<file path="src/rtl/btu_pkg.sv">
package btu_pkg;
   typedef enum logic [1:0] {
      BTU_REL   = 2'b00,
      BTU_SHORT = 2'b01,
      BTU_VECT  = 2'b10,
      BTU_IND   = 2'b11
   } btu_mode_e;

   typedef enum logic {
      ST_IDLE  = 1'b0,
      ST_FETCH = 1'b1
   } btu_state_e;
endpackage

</file>
<file path="src/rtl/btu_sext.sv">
module btu_sext #(
   parameter int IN_W  = 8,
   parameter int OUT_W = 16
) (
   input  logic [IN_W-1:0]  val_i,
   output logic [OUT_W-1:0] val_o
);
   localparam int PAD_W = OUT_W - IN_W;

   generate
      if (PAD_W > 0) begin : g_pad
         assign val_o = {{PAD_W{val_i[IN_W-1]}}, val_i};
      end else begin : g_nopad
         assign val_o = val_i[OUT_W-1:0];
      end
   endgenerate
endmodule

</file>
<file path="src/rtl/btu_addr_gen.sv">
module btu_addr_gen
   import btu_pkg::*;
#(
   parameter int          PC_W         = 16,
   parameter int          DISP_LONG_W  = 8,
   parameter int          DISP_SHORT_W = 7,
   parameter int          SC_W         = 11,
   parameter logic [15:0] SC_BASE      = 16'h1000,
   parameter int          VEC_IDX_W    = 4,
   parameter int          VEC_STEP_LG2 = 1,
   parameter logic [15:0] VEC_BASE     = 16'h004A
) (
   input  btu_mode_e       mode_i,
   input  logic            disp7_i,
   input  logic            ind_mem_i,
   input  logic [PC_W-1:0] imm_i,
   input  logic [PC_W-1:0] pc_i,
   output logic [PC_W-1:0] direct_tgt_o,
   output logic [PC_W-1:0] fetch_addr_o,
   output logic            needs_fetch_o
);
   localparam int SC_PAD  = PC_W - SC_W;
   localparam int VEC_PAD = PC_W - VEC_IDX_W - VEC_STEP_LG2;

   logic [PC_W-1:0] disp_long, disp_short, disp_sel;
   logic [PC_W-1:0] rel_tgt, short_tgt, vec_addr;

   btu_sext #(.IN_W(DISP_LONG_W), .OUT_W(PC_W)) i_sext_long (
      .val_i (imm_i[DISP_LONG_W-1:0]),
      .val_o (disp_long)
   );

   btu_sext #(.IN_W(DISP_SHORT_W), .OUT_W(PC_W)) i_sext_short (
      .val_i (imm_i[DISP_SHORT_W-1:0]),
      .val_o (disp_short)
   );

   always_comb begin
      disp_sel  = disp7_i ? disp_short : disp_long;
      rel_tgt   = pc_i + disp_sel;
      short_tgt = SC_BASE[PC_W-1:0] + {{SC_PAD{1'b0}}, imm_i[SC_W-1:0]};
      vec_addr  = VEC_BASE[PC_W-1:0]
                + {{VEC_PAD{1'b0}}, imm_i[VEC_IDX_W-1:0], {VEC_STEP_LG2{1'b0}}};
   end

   always_comb begin
      direct_tgt_o  = imm_i;
      fetch_addr_o  = imm_i;
      needs_fetch_o = 1'b0;
      unique case (mode_i)
         BTU_REL:   direct_tgt_o = rel_tgt;
         BTU_SHORT: direct_tgt_o = short_tgt;
         BTU_VECT: begin
            fetch_addr_o  = vec_addr;
            needs_fetch_o = 1'b1;
         end
         BTU_IND:   needs_fetch_o = ind_mem_i;
         default:   needs_fetch_o = 1'b0;
      endcase
   end
endmodule

</file>
<file path="src/rtl/btu_fetch_ctl.sv">
module btu_fetch_ctl
   import btu_pkg::*;
#(
   parameter int PC_W = 16
) (
   input  logic            clk,
   input  logic            rst_n,
   input  logic            start_direct_i,
   input  logic            start_fetch_i,
   input  logic [PC_W-1:0] direct_tgt_i,
   input  logic [PC_W-1:0] fetch_addr_i,
   input  logic            rvalid_i,
   input  logic [PC_W-1:0] rdata_i,
   output logic            busy_o,
   output logic [PC_W-1:0] addr_o,
   output logic [PC_W-1:0] pc_o,
   output logic            done_o
);
   btu_state_e state_q;

   always_ff @(posedge clk or negedge rst_n) begin
      if (!rst_n) begin
         state_q <= ST_IDLE;
         addr_o  <= '0;
         pc_o    <= '0;
         done_o  <= 1'b0;
      end else begin
         done_o <= 1'b0;
         unique case (state_q)
            ST_IDLE: begin
               if (start_direct_i) begin
                  pc_o   <= direct_tgt_i;
                  done_o <= 1'b1;
               end else if (start_fetch_i) begin
                  addr_o  <= fetch_addr_i;
                  state_q <= ST_FETCH;
               end
            end
            ST_FETCH: begin
               if (rvalid_i) begin
                  pc_o    <= rdata_i;
                  done_o  <= 1'b1;
                  state_q <= ST_IDLE;
               end
            end
            default: state_q <= ST_IDLE;
         endcase
      end
   end

   assign busy_o = (state_q == ST_FETCH);
endmodule

</file>
<file path="src/rtl/branch_target_unit.sv">
module branch_target_unit
   import btu_pkg::*;
#(
   parameter int          PC_W         = 16,
   parameter int          DISP_LONG_W  = 8,
   parameter int          DISP_SHORT_W = 7,
   parameter int          SC_W         = 11,
   parameter logic [15:0] SC_BASE      = 16'h1000,
   parameter int          VEC_IDX_W    = 4,
   parameter int          VEC_STEP_LG2 = 1,
   parameter logic [15:0] VEC_BASE     = 16'h004A
) (
   input  logic            clk,
   input  logic            rst_n,
   input  logic            req_valid,
   input  logic [1:0]      mode,
   input  logic            disp7,
   input  logic            ind_mem,
   input  logic [PC_W-1:0] imm,
   input  logic [PC_W-1:0] cur_pc,
   output logic            mem_req,
   output logic [PC_W-1:0] mem_addr,
   input  logic            mem_rvalid,
   input  logic [PC_W-1:0] mem_rdata,
   output logic [PC_W-1:0] pc_out,
   output logic            done
);
   generate
      if (DISP_SHORT_W >= DISP_LONG_W) begin : g_chk_disp
         $error("short displacement must be narrower than long");
      end
      if (DISP_LONG_W >= PC_W) begin : g_chk_long
         $error("long displacement must be narrower than PC");
      end
      if (SC_W >= PC_W || VEC_IDX_W + VEC_STEP_LG2 >= PC_W) begin : g_chk_fld
         $error("call fields must fit inside the PC width");
      end
      if (PC_W > 16) begin : g_chk_pc
         $error("base constants are 16 bits wide");
      end
   endgenerate

   logic            busy;
   logic            accept;
   logic            needs_fetch;
   logic [PC_W-1:0] direct_tgt, fetch_addr;

   assign accept = req_valid && !busy;

   btu_addr_gen #(
      .PC_W(PC_W), .DISP_LONG_W(DISP_LONG_W), .DISP_SHORT_W(DISP_SHORT_W),
      .SC_W(SC_W), .SC_BASE(SC_BASE), .VEC_IDX_W(VEC_IDX_W),
      .VEC_STEP_LG2(VEC_STEP_LG2), .VEC_BASE(VEC_BASE)
   ) i_addr_gen (
      .mode_i        (btu_mode_e'(mode)),
      .disp7_i       (disp7),
      .ind_mem_i     (ind_mem),
      .imm_i         (imm),
      .pc_i          (cur_pc),
      .direct_tgt_o  (direct_tgt),
      .fetch_addr_o  (fetch_addr),
      .needs_fetch_o (needs_fetch)
   );

   btu_fetch_ctl #(.PC_W(PC_W)) i_fetch_ctl (
      .clk            (clk),
      .rst_n          (rst_n),
      .start_direct_i (accept && !needs_fetch),
      .start_fetch_i  (accept && needs_fetch),
      .direct_tgt_i   (direct_tgt),
      .fetch_addr_i   (fetch_addr),
      .rvalid_i       (mem_rvalid),
      .rdata_i        (mem_rdata),
      .busy_o         (busy),
      .addr_o         (mem_addr),
      .pc_o           (pc_out),
      .done_o         (done)
   );

   assign mem_req = busy;
endmodule

</file>
<file path="config.mk">
export PLATFORM = sky130hd
export DESIGN_NAME = branch_target_unit
export DESIGN_NICKNAME = d
export VERILOG_FILES = /design/src/rtl/btu_pkg.sv /design/src/rtl/btu_sext.sv /design/src/rtl/btu_addr_gen.sv /design/src/rtl/btu_fetch_ctl.sv /design/src/rtl/branch_target_unit.sv
export SDC_FILE = /design/constraint.sdc
export NUM_CORES = 1
export LEC_CHECK = 0
export BUFFER_PORTS_ARGS = -buffer_cell sky130_fd_sc_hd__buf_2
export CORE_ASPECT_RATIO = 1.25
export CORE_MARGIN = 2
export CORE_UTILIZATION = 45
export CTS_BUF_LIST = sky130_fd_sc_hd__clkbuf_2
export CTS_CLUSTER_SIZE = 25
export DETAILED_ROUTE_END_ITERATION = 8
export PLACE_DENSITY_LB_ADDON = 0.15
export SETUP_SLACK_MARGIN = 0.5
export SYNTH_ARGS = -nofsm -noshare
export SYNTH_HDL_FRONTEND = slang
export SYNTH_SLANG_ARGS = --single-unit
</file>
<file path="constraint.sdc">
create_clock -name clk -period 2.05 [get_ports clk]
set_input_delay 0.1025 -clock clk [delete_from_list [all_inputs] [get_ports clk]]
set_output_delay 0.1025 -clock clk [all_outputs]
set_load 0.005 [all_outputs]
</file>
Word-level counts from Yosys, hierarchy flattened
Cells that the tools add are included.

Logic and storage cells: 36. Flip-flop bits (word level): 34. Input port bits: 56. Output and inout port bits: 34.

Muxes and demuxes: 14. Bitwise logic cells: 2. Equality and inequality tests: 5. $add $sub $neg: 3. Reduce and logical (&&, ||, !) cells: 8.

Operators by type and width (count): 16-bit 2-to-1 mux (4); 16-bit case mux with 2 select lines (2); 16-bit adder (1); 13-bit by 11-bit adder with 14-bit output, first input constant (1); 7-bit by 5-bit adder with 8-bit output, first input constant (1); 1-bit case mux with 2 select lines (3); 1-bit 2-to-1 mux (5); 2-bit equality test, second input constant (2); 1-bit logical AND (3); 3-bit AND reduction (1); 2-bit by 1-bit equality test with 1-bit output, second input constant (1); 1-bit zero test (2); 2-bit zero test (1); 2-bit by 1-bit inequality test with 1-bit output, second input constant (1); 2-bit inequality test, second input constant (1); 1-bit inverter (2); 2-bit AND reduction (1).

Logic depth before layout (Yosys ltp)
Gate-level depths: netlist of run 1.

Depth after elaboration: 6. Mapped depth: 9. Depth with buffers taken out: 9.

Modules after synthesis
Synthesis of run 1 repeated with hierarchy kept, for this count alone.

Cells, all modules: 339. Area total of the unflattened synthesis: 3249.4 µm².

Modules (own cells, without submodules): btu_fetch_ctl (times used 1, area each 1644.1 µm², cells an instance 109, sequential area each 850.8 µm²); btu_addr_gen (times used 1, area each 1343.8 µm², cells an instance 196, sequential area each 0.0 µm²); btu_sext (times used 2, area each 120.1 µm², cells an instance 16, sequential area each 0.0 µm²); branch_target_unit (times used 1, area each 21.3 µm², cells an instance 2, sequential area each 0.0 µm²).

Worst setup path before layout of run 1
Ideal clock, no wire load.

Kind: in2reg. From: in disp7. To: reg i_fetch_ctl.pc_o[14]. Data required time: 1.921 ns. Stages: 8. Arrival: 1.907 ns. Buffers on the path: 0. Slack: 0.014 ns. Setup time: 0.129 ns. Path through: mux2i_1 > inv_1 > ha_1 > a21o_1 > a2111o_1 > o31ai_1 > xor2_1 > o21ai_0.

Longest elaborated chain between the ends: 5.

Ends and longest elaborated chain: start: declaration (line branch_target_unit.sv:17) `input logic disp7,`; 16-bit 2-to-1 mux (line btu_addr_gen.sv:39) `disp_sel = disp7_i ? disp_short : disp_long;`; 16-bit adder (line btu_addr_gen.sv:40) `rel_tgt = pc_i + disp_sel;`; 16-bit case mux with 2 select lines (line btu_addr_gen.sv:50) `unique case (mode_i)`; 16-bit 2-to-1 mux (line btu_fetch_ctl.sv:31) `if (start_direct_i) begin`; 16-bit case mux with 2 select lines (line btu_fetch_ctl.sv:29) `unique case (state_q)`; end signal: assignment (line btu_fetch_ctl.sv:32) `pc_o <= direct_tgt_i;`; end signal: assignment (line btu_fetch_ctl.sv:41) `pc_o <= rdata_i;`; end: declaration (line btu_fetch_ctl.sv:16) `output logic [PC_W-1:0] pc_o,`.

Every way passes these cells. The select of a mux whose other input is x is not followed. A chain may end at the register's enable or synchronous reset.

Worst setup path after layout of run 1
From: reg i_fetch_ctl.state_q (netlist: i_fetch_ctl.busy_o). To: reg i_fetch_ctl.pc_o[13].

Longest elaborated chain between the ends: 5. Elaborated cells on any way between the ends: 8. Those cells by class: eq/ne (2); mux (1); bitwise (1); reduce/logical (4).

Ends and longest elaborated chain: start: declaration (line btu_fetch_ctl.sv:19) `btu_state_e state_q;`; start signal: assignment (line btu_fetch_ctl.sv:23) `state_q <= ST_IDLE;`; start signal: assignment (line btu_fetch_ctl.sv:36) `state_q <= ST_FETCH;`; start signal: assignment (line btu_fetch_ctl.sv:43) `state_q <= ST_IDLE;`; 1-bit zero test (line branch_target_unit.sv:48) `assign accept = req_valid && !busy;`; 1-bit logical AND (line branch_target_unit.sv:48); 1-bit logical AND (line branch_target_unit.sv:68) `.start_direct_i (accept && !needs_fetch),`; 2-bit by 1-bit inequality test with 1-bit output (no line); 2-bit AND reduction (no line).

Several ways; a longest one is shown, not always the timed one.

==> flow_metrics.env, run 1 <==
export IMPL_area_growth_pct=41.06
export IMPL_crit_buf_inv=1
export IMPL_numClockSinks=34
export IMPL_worst_slack_ps=455.9
export IMPL_dieArea_um2=6298
export IMPL_grt_pass1_wl_um=12390
export IMPL_htreeDepth=2
export IMPL_place_inst=466
export IMPL_die_width_um=71.38
export IMPL_layout_commonest_cell="buf_2"
export IMPL_synth_mux_area_share_pct=3.234
export IMPL_r2r_setup_slack_ps=460
export IMPL_setup_viol=0
export IMPL_cts_buffer_depth=2
export IMPL_rsz0062_at_grt="yes"
export IMPL_synth_top_family_by_area="compound AO/OA/AOI/OAI gates"
export IMPL_arrival_ps=1910
export IMPL_io_buffers=89
export IMPL_wl_per_cell_um=15.82
export IMPL_critical_path_slowest_cell="dfrtp_2"
export IMPL_core_rowCount=30
export IMPL_syn_area_um2=2554
export IMPL_yosys_area_top_type="dfrtp_1"
export IMPL_insertion_delay_ps=390
export IMPL_antenna_found_initial=0
export IMPL_ir_drop_mv=0.3116
export IMPL_pre_cts_slack_ps=6.997
export IMPL_syn_avg_cell_area_um2=8.264
export IMPL_cts_buffers=5
export IMPL_synth_top_cells_by_area="dfrtp_1 (33%), ha_1 (7.8%), nand2_1 (7.5%), o21ai_0 (7.4%), a21oi_1 (5.3%)"
export IMPL_min_period_over_period_pct=77.76
export IMPL_synthDominantCellAreaShare_pct=33.32
export IMPL_synth_simple_gate_area_share_pct=18.18
export IMPL_yosys_warnings=0
export IMPL_synth_compound_gate_area_share_pct=29.64
export IMPL_die_height_um=88.23
export IMPL_clockRootBuffer="clkbuf_2"
export IMPL_via_count=2747
export IMPL_ys_flop_type="dfrtp_1"
export IMPL_crit_family="flip-flops"
export IMPL_slew_headroom_pct=47.37
export IMPL_final_antenna_net_count=0
export IMPL_tightest_slew_ps=789.5
export IMPL_gr_total_overflow=0
export IMPL_path_clk_slew_ps=210
export IMPL_first_global_vias=2653
export IMPL_wl_um=7833
export IMPL_period_needed_ps=1594
export IMPL_cpPeakStageDelay_ps=490
export IMPL_slew_violations=0
export IMPL_start_util_pct=46.92
export IMPL_nNetsFinal=503
export IMPL_hp_class="input pin to register"
export IMPL_synth_seq_area_share_pct=33.32
export IMPL_fin_tns_setup_ps=0
export IMPL_fin_util_pct=66.18
export IMPL_drt_vias_per_instance=5.549
export IMPL_worstPathMaxFanout=6
export IMPL_crit_chain="nand2b_4, a21oi_4, a21oi_4, inv_2, mux2_2, a211oi_2, nand2_1"
export IMPL_synth_seq_cells=34
export IMPL_async_flop_share_pct=100.0
export IMPL_final_cell_mix="buf_2 (88), nand2_1 (49), dfrtp_1 (33)"
export IMPL_fin_skew_ps=29.28
export IMPL_gp_congestion=0.8821
export IMPL_hold_ws_ps=16.70
export IMPL_core_area_um2=5443
export IMPL_drc=0
export IMPL_boundaryPins=90
export IMPL_synth_fa_ha_area_share_pct=8.623
export IMPL_synth_xor_area_share_pct=3.087
export IMPL_synth_cell_type_count=48
export IMPL_grt_usage_pct=25.25
export IMPL_synth_nets=382
export IMPL_status="finished clean"
export IMPL_netlist_instances=309
export IMPL_hpwl_um=5967
export IMPL_crit_path_end_kind="register"
export IMPL_final_layout_size_suffix_gt1_share_pct=37.59
export IMPL_critPathLaunchType="register"
export IMPL_hold_viol=0
export IMPL_final_cells=495
export IMPL_p_leak_uw=0.001728
export IMPL_cp_common_cell="a21oi_4"
export IMPL_setup_worst_path_class="register to register"
export IMPL_cts_tree="done"
export IMPL_cp_required_ps=2370
export IMPL_firstDrtPassIters=6
export IMPL_grt_max_degree=35
export IMPL_powerDensity_nw_per_um2=629.0
export IMPL_fmax_mhz=627.3
export IMPL_diodes=0
export IMPL_maxCapViolCount=0
export IMPL_synth_edff_count=0
export IMPL_drt_iter0_markers=162
## cells by family (layout without fill, tap and decap cells)
family | after synthesis | count (layout)
compound gates | 116 | 116
xor+xnor | 9 | 9
fa+ha+maj | 17 | 17
buf+inv | 22 | 144
flops | 34 | 34
mux | 8 | 8
simple gates | 103 | 103
## through the flow
stage / area, um^2 / total power (uW)
2_1_floorplan: 2720 / 1474
3_3_place_gp: 3307 / 1849
3_5_place_dp: 3307 / 1871
4_1_cts: 3550 / 2245
5_1_grt: 3602 / 2423
6_report: 3602 / 2266
## synth_stat cells (all sizes together) (2+ instances only)
cell type	number
nand2	51
a21o	8
mux2	2
a21boi	2
xor2	7
ha	16
and3	5
buf	5
nor2	22
o211ai	5
inv	9
o311a	2
a211oi	6
a31oi	5
nor3	6
a21oi	30
clkbuf	8
o21a	6
a2111oi	2
dfrtp	34
xnor2	2
nor3b	2
o31ai	4
or3	5
o21ai	40
nand3	3
nand2b	5
mux2i	6
## worst paths after layout
| path | startpoint | end | cells after the start |
|---|---|---|---|
| hold reg to reg | i_fetch_ctl.addr_o[11] | i_fetch_ctl.addr_o[11] | 2 |
| min in group asynchronous | rst_n | i_fetch_ctl.pc_o[9] | 2 |
| max in group asynchronous | rst_n | i_fetch_ctl.busy_o | 2 |
| setup reg to reg | i_fetch_ctl.busy_o | i_fetch_ctl.pc_o[13] | 7 |
| hold / removal | mem_rdata[9] | i_fetch_ctl.pc_o[9] | 3 |
| setup / recovery | i_fetch_ctl.busy_o | i_fetch_ctl.pc_o[13] | 7 |
## worst reg2reg max path: cells and delay by family, from the launching register on
family / cells / cell delay (ps)
buffers and inverters: 1 / 80
and+or+nand+nor: 2 / 250
muxes: 1 / 340
AOI/OAI and AO/OA: 3 / 350
DFF: 1 / 490
## routing by layer
metal | track usage (%) | vias to the layer above | part of all wire (%)
li1 | - | 1361 | -
met1 | 31.98 | 1263 | 43
met2 | 44.02 | 106 | 49
met3 | 3.417 | 17 | 6.0
met4 | 9.091 | 0 | 2.0
met5 | 0 | - | 0
## what timing repair did
item | CTS | global route
resized for setup | 6 | 13
hold buffers | 13 | 1
buffers inserted | 6 | 1
endpoints found under the hold margin | 47 | 1
pin swaps | 7 | 2
gates cloned | 0 | 0
setup endpoints to repair | 5 | 13
## area by class of cell
cell class,count,area [um^2]
fillers,478,1841
clock buffers,6,30.03
inverters,9,36.28
repair buffers,127,779.5
well taps,64,80.08
clock inverters,2,8.758
multi-input cells,253,1815
flip-flops and latches,34,852.1
## registers in the layout, indices dropped and copies added (netlist names)
signal              cells
i_fetch_ctl.addr_o     16
i_fetch_ctl.busy_o      1
i_fetch_ctl.done_o      1
i_fetch_ctl.pc_o       16
## where the power goes
group          internal, uW  switching (uW)
combinational           498             532
sequential              822            83.8
clock                  84.1             246
total                  1400             862
Note: power is estimated with default switching activity, not from simulation.
==> run 2, diff against run 1 <==
--- a/config.mk
+++ b/config.mk
@@ -5,6 +5,7 @@
 export SDC_FILE = /design/constraint.sdc
 export NUM_CORES = 1
 export LEC_CHECK = 0
+export ABC_AREA = 1
 export BUFFER_PORTS_ARGS = -buffer_cell sky130_fd_sc_hd__buf_2
 export CORE_ASPECT_RATIO = 1.25
 export CORE_MARGIN = 2
==> constraint.sdc (replaced) <==
create_clock -name clk -period 1.57 [get_ports clk]
set_input_delay 0.0785 -clock clk [delete_from_list [all_inputs] [get_ports clk]]
set_output_delay 0.0785 -clock clk [all_outputs]
set_load 0.005 [all_outputs]
==> run 2 against run 1 <==
Effect of this change:
- sequential share of layout area shrank 4.4 points
- critical path depth grew 9
- global-route usage grew 2.9 points
- design area grew 23%
- setup slack lost 210 ps
- cell count grew 31%
- area after synthesis grew 7.2%
- register-to-register slack lost 180 ps
- worst hold slack lost 13 ps
- critical endpoint is now i_fetch_ctl.pc_o[15]
==> flow_metrics.env, run 2 <==
export IMPL_synth_nets=498
export IMPL_drt_iter0_markers=252
export IMPL_area_growth_pct=61.87
export IMPL_synth_top_family_by_area="simple AND/OR/NAND/NOR gates"
export IMPL_start_util_pct=47.03
export IMPL_hp_class="input pin to register"
export IMPL_crit_buf_inv=3
export IMPL_ir_drop_mv=0.3308
export IMPL_p_comb_share_pct=52.9
export IMPL_synth_top_cells_by_area="dfrtp_1 (31%), nand2_1 (21%), ha_1 (7.3%), inv_1 (7.0%), nand3_1 (5.9%)"
export IMPL_slew_headroom_pct=46.79
export IMPL_n_fill_cell=438
export IMPL_p_seq_share_pct=34.9
export IMPL_hpwl_um=6253
export IMPL_synth_seq_area_share_pct=31.09
export IMPL_min_period_over_period_pct=84.50
export IMPL_gr_total_overflow=0
export IMPL_numClockSinks=34
export IMPL_nNetsFinal=652
export IMPL_cp_required_ps=1880
export IMPL_syn_avg_cell_area_um2=6.439
export IMPL_status="finished clean"
export IMPL_multi_input_area_um2=2081
export IMPL_final_antenna_net_count=0
export IMPL_setup_viol=0
export IMPL_synth_xor_area_share_pct=1.600
export IMPL_p_sw_uw=1447
export IMPL_synth_mux_area_share_pct=0
export IMPL_async_flop_share_pct=100.0
export IMPL_synth_edff_count=0
export IMPL_clockRootBuffer="clkbuf_2"
export IMPL_setup_worst_path_class="input pin to register"
export IMPL_critical_path_slowest_cell="ha_4"
export IMPL_crit_chain="buf_6, nand2_4, o21ai_4, buf_12, ha_4, nand2_4, inv_2, nand2_2, nor3_2, nand2_1, nand2_2, nand2_2, nand3_2, nand2_1, nand2_1, nand2_1"
export IMPL_ys_flop_type="dfrtp_1"
export IMPL_path_clk_slew_ps=190
export IMPL_via_count=3414
export IMPL_dieArea_um2=6724
export IMPL_maxCapViolCount=0
export IMPL_drt_vias_per_instance=5.285
export IMPL_internal_power_uw=2084
export IMPL_die_width_um=73.75
export IMPL_grt_max_degree=35
export IMPL_first_global_vias=3284
export IMPL_cts_buffer_depth=2
export IMPL_insertion_delay_ps=390
export IMPL_core_area_um2=5818
export IMPL_powerDensity_nw_per_um2=797.1
export IMPL_cpPeakStageDelay_ps=300
export IMPL_slew_violations=0
export IMPL_final_area_um2=4429
export IMPL_top_regs="i_fetch_ctl.addr_o x16, i_fetch_ctl.pc_o x16"
export IMPL_final_layout_size_suffix_gt1_share_pct=43.97
export IMPL_grt_usage_pct=28.16
export IMPL_fmax_mhz=753.8
export IMPL_io_buffers=89
export IMPL_tightest_slew_ps=798.2
export IMPL_synthDominantCellAreaShare_pct=31.09
export IMPL_ys_top_cells_by_count="nand2_1 (154), inv_1 (51), nor2_1 (36)"
export IMPL_cts_tree="done"
export IMPL_fin_skew_ps=9.017
export IMPL_wl_um=9833
export IMPL_p_leak_uw=0.002326
export IMPL_yosysMostFrequentCell="nand2_1"
export IMPL_regArea_um2=850.8
export IMPL_worstPathMaxFanout=5
export IMPL_layout_commonest_cell="nand2_1"
export IMPL_dpl_cell_area_um2=3475
export IMPL_fin_tns_setup_ps=0
export IMPL_crit_family="simple AND/OR/NAND/NOR gates"
export IMPL_syn_area_um2=2736
export IMPL_wl_per_cell_um=15.22
export IMPL_yosys_area_top_type="dfrtp_1"
export IMPL_fin_util_pct=76.13
export IMPL_grt_pass1_wl_um=14930
export IMPL_drc=0
export IMPL_critPathLaunchType="input pin"
export IMPL_switching_share_pct=40.97
export IMPL_hold_viol=0
export IMPL_cts_buffers=5
export IMPL_antenna_found_initial=0
export IMPL_gp_congestion=0.8541
export IMPL_boundaryPins=90
export IMPL_crit_path_end_kind="register"
export IMPL_p_clk_share_pct=12.1
export IMPL_p_total_uw=3530
export IMPL_final_cell_mix="nand2_1 (128), buf_2 (85), inv_1 (40)"
export IMPL_synth_seq_cells=34
export IMPL_core_rowCount=31
export IMPL_arrival_ps=1630
export IMPL_synth_cell_type_count=30
export IMPL_die_height_um=91.19
export IMPL_synth_fa_ha_area_share_pct=8.048
export IMPL_netlist_instances=425
export IMPL_diodes=0
export IMPL_htreeDepth=2
export IMPL_firstDrtPassIters=5
export IMPL_synth_simple_gate_area_share_pct=36.72
export IMPL_yosys_warnings=0
export IMPL_period_needed_ps=1327
export IMPL_rsz0062_at_grt="yes"
export IMPL_cp_common_cell="nand2_1"
export IMPL_synth_compound_gate_area_share_pct=12.25
run 2: cell families after synthesis:
logic type | count (synthesis)
buf+inv | 67
flops | 34
compound gates | 61
fa+ha+maj | 17
simple gates | 241
xor+xnor | 5
run 2: timing repair:
| action | CTS | global route |
|---|---|---|
| resized for setup | 77 | 65 |
| pin swaps | 12 | 28 |
| setup endpoints to repair | 33 | 46 |
| cloned | 5 | 1 |
| hold buffers | 18 | 0 |
| endpoints found under the hold margin | 51 | 0 |
| buffers inserted | 7 | 8 |
run 2: metal layers:
layer  global-route usage, %  up-vias  share of wire [%]
li1                        -     1656                  -
met1                   32.68     1604                 39
met2                   50.15      136                 54
met3                   4.218       18                5.0
met4                   11.21        0                1.9
met5                       0        -                  0
run 2: cell type report:
type / instances / share of cell area, %
Timing Repair Buffer: 158 / 25.59
Sequential cell: 34 / 19.21
Clock buffer: 5 / 0.5650
Inverter: 54 / 4.915
Multi-Input combinational cell: 324 / 46.98
Timing Repair inverter: 2 / 0.5085
Tap cell: 66 / 1.864
Clock inverter: 3 / 0.3672
run 2: worst paths after layout:
path | from | to | slack [ps] | cells after the start
setup reg to reg | i_fetch_ctl.busy_o | i_fetch_ctl.addr_o[0] | 280 | 7
hold reg to reg | i_fetch_ctl.pc_o[7] | i_fetch_ctl.pc_o[7] | 510 | 2
min in group asynchronous | rst_n | i_fetch_ctl.addr_o[9] | 290 | 2
setup / recovery | imm[6] | i_fetch_ctl.pc_o[15] | 240 | 16
max in group asynchronous | rst_n | i_fetch_ctl.pc_o[14] | 780 | 2
hold / removal | mem_rdata[11] | i_fetch_ctl.pc_o[11] | 4 | 5
run 2: tightest hold or removal path, stage by stage:
cell     delay (ps)
buf_2            80
nor2_1           40
nor2_2           80
nand2_1          50
nand2_1          50
run 2: through the flow:
step,hold slack [ps],cells,worst slack [ps]
final,4.083,646,243.4
after global routing,11.00,646,134.4
after CTS,7.847,637,311.5
after detailed placement,194.0,599,-254.6
after global placement,186.9,599,-208.0
after floorplan,-217.1,425,98.38
run 2: power by group through the flow:
| stage | Combinational, uW | Sequential, uW | Clock [uW] |
|---|---|---|---|
| floorplan | 744 | 1250 | 0 |
| global placement | 1320 | 1230 | 0 |
| detailed placement | 1340 | 1230 | 0 |
| CTS | 1610 | 1220 | 426 |
| global route | 2060 | 1250 | 466 |
| finish | 1870 | 1230 | 428 |
==> run 3, diff against run 2 <==
==> constraint.sdc (replaced) <==
create_clock -name clk -period 1.2 [get_ports clk]
set_input_delay 0.06 -clock clk [delete_from_list [all_inputs] [get_ports clk]]
set_output_delay 0.06 -clock clk [all_outputs]
set_load 0.005 [all_outputs]
==> run 3 against run 2 <==
Effect of this change:
- register-to-register slack worse by 400 ps
- cell count is 5.0% higher
- clock power up 34%
- sequential cell count did not move
- largest cell class unchanged
- setup slack lost 370 ps
- the flow now finishes with violations (negative hold slack, negative setup slack)
- die area stayed put
- clock skew increased by 12 ps
- wire length is 12% higher
- combinational power up 56%
- non-clock buffer count up 34
- sequential power is 32% higher
- worst hold slack lost 6.0 ps
==> flow_metrics.env, run 3 (same netlist as run 2, synthesis figures left out) <==
export IMPL_status="finished, violations left"
export IMPL_violations="negative hold slack, negative setup slack"
export IMPL_numClockSinks=34
export IMPL_pre_cts_slack_ps=-618.5
export IMPL_crit_chain="buf_8, o21ai_4, buf_12, ha_4, nand2_1, inv_1, nand2_1, nand2_1, nand2_1, nand4_1, nand3_1, nand2_1, a21oi_1"
export IMPL_grt_max_degree=35
export IMPL_critPathLaunchType="input pin"
export IMPL_hpwl_um=6474
export IMPL_grtUsageMet3_pct=3.330
export IMPL_p_leak_uw=0.002519
export IMPL_gp_congestion=0.9169
export IMPL_cpPeakStageDelay_ps=250
export IMPL_die_width_um=73.75
export IMPL_antenna_found_initial=0
export IMPL_htreeDepth=2
export IMPL_drt_vias_per_instance=5.473
export IMPL_dieArea_um2=6724
export IMPL_crit_path_end_kind="register"
export IMPL_setup_worst_path_class="input pin to register"
export IMPL_drt_iter0_markers=284
export IMPL_firstDrtPassIters=5
export IMPL_die_height_um=91.19
export IMPL_wl_um=11050
export IMPL_gr_total_overflow=0
export IMPL_hp_class="input pin to register"
export IMPL_powerDensity_nw_per_um2=1075
export IMPL_first_global_vias=3299
export IMPL_start_util_pct=47.03
export IMPL_cts_tree="done"
export IMPL_grt_usage_pct=28.04
export IMPL_clockRootBuffer="clkbuf_2"
export IMPL_insertion_delay_ps=410
export IMPL_area_growth_pct=73.85
export IMPL_critical_path_slowest_cell="o21ai_4"
export IMPL_core_area_um2=5818
export IMPL_cts_buffer_depth=2
export IMPL_grt_busiest_layer="met2"
export IMPL_arrival_ps=1680
export IMPL_io_buffers=89
export IMPL_core_rowCount=31
export IMPL_final_antenna_net_count=0
export IMPL_fin_util_pct=81.76
export IMPL_use_met1_pct=34.03
export IMPL_rsz0062_at_grt="yes"
export IMPL_layout_commonest_cell="nand2_1"
export IMPL_grt_pass1_wl_um=15010
export IMPL_path_clk_slew_ps=200
export IMPL_maxCapViolCount=0
export IMPL_cts_buffers=5
export IMPL_ir_drop_mv=0.5364
export IMPL_use_met2_pct=49.78
export IMPL_wl_per_cell_um=16.29
export IMPL_final_cell_mix="nand2_1 (122), buf_2 (86), buf_4 (63)"
export IMPL_fmax_mhz=754.0
export IMPL_cp_common_cell="nand2_1"
export IMPL_slew_headroom_pct=69.19
export IMPL_drc=0
export IMPL_fin_skew_ps=21.44
export IMPL_multi_input_area_um2=2076
export IMPL_nNetsFinal=684
export IMPL_worst_slack_ps=-126.3
export IMPL_diodes=0
export IMPL_worstPathMaxFanout=5
export IMPL_final_layout_size_suffix_gt1_share_pct=47.22
export IMPL_min_period_over_period_pct=110.5
export IMPL_slew_violations=0
export IMPL_n_fill_cell=357
export IMPL_setup_viol=30
export IMPL_cp_required_ps=1560
export IMPL_boundaryPins=90
export IMPL_hold_ws_ps=-1.899
export IMPL_final_cells=678
export IMPL_top_regs="i_fetch_ctl.addr_o x16, i_fetch_ctl.pc_o x16"
export IMPL_via_count=3711
export IMPL_period_needed_ps=1326
export IMPL_regArea_um2=850.8
export IMPL_place_inst=613
export IMPL_hold_viol=1
export IMPL_tightest_slew_ps=462.2
## run 3: cell count changes in the layout (fill, tap and decap cells not counted), sizes merged
| cell | before | now |
|---|---|---|
| clkinvlp | 1 | 0 |
| clkbuf | 6 | 8 |
| inv | 56 | 54 |
| dlygate4sd3 | 18 | 21 |
| buf | 139 | 169 |
## run 3: worst paths after layout
kind                                 startpoint                      to  slack [ps]  cells after the start
max                                       disp7    i_fetch_ctl.pc_o[12]        -130                     13
min                                mem_rdata[6]     i_fetch_ctl.pc_o[6]          -2                      5
max reg2reg                  i_fetch_ctl.busy_o  i_fetch_ctl.addr_o[12]        -120                      7
min reg2reg                i_fetch_ctl.pc_o[14]    i_fetch_ctl.pc_o[14]         510                      2
max in group asynchronous                 rst_n   i_fetch_ctl.addr_o[7]         670                      3
min in group asynchronous                 rst_n    i_fetch_ctl.pc_o[12]         190                      3
## run 3: repair_timing
action	4_1_cts	5_1_grt
gates cloned	3	2
hold endpoints to repair	52	3
pin swaps	13	29
setup buffers	14	17
resized for setup	62	70
hold buffers	18	3
endpoints found under the setup margin	68	68
## run 3: stage by stage
stage          power (uW)  TNS (ps)  area (um^2)
2_1_floorplan        2604     -2052         2791
3_3_place_gp         3429     -5681         3617
3_5_place_dp         3467     -6317         3617
4_1_cts              4486    -209.1         4303
5_1_grt              5411     -2968         4757
6_report             5113     -1767         4757
## run 3: cell type report
cell class | count | area share (%)
flip-flops and latches | 34 | 17.89
repair buffers | 192 | 31.40
clock inverters | 2 | 0.1841
clock buffers | 6 | 0.6312
inverters | 54 | 4.524
multi-input cells | 324 | 43.63
well taps | 66 | 1.736
## run 3: power breakdown
group / internal, uW / switching [uW]
clock: 143 / 428
sequential: 1440 / 181
combinational: 1490 / 1440
total: 3070 / 2050
## run 3: routing by layer
metal | vias up | wire length [um]
li1 | 1722 | -
met4 | 0 | 433
met1 | 1757 | 4190
met3 | 47 | 566
met2 | 185 | 5857
met5 | - | 0
## run 3: worst max-delay path: cells and delay by family
kind | cells | cell delay, ps
AND/OR/NAND/NOR | 7 | 650
AO/OA/AOI/OAI | 2 | 370
buffers and inverters | 3 | 360
adder cells (fa/ha/maj) | 1 | 220
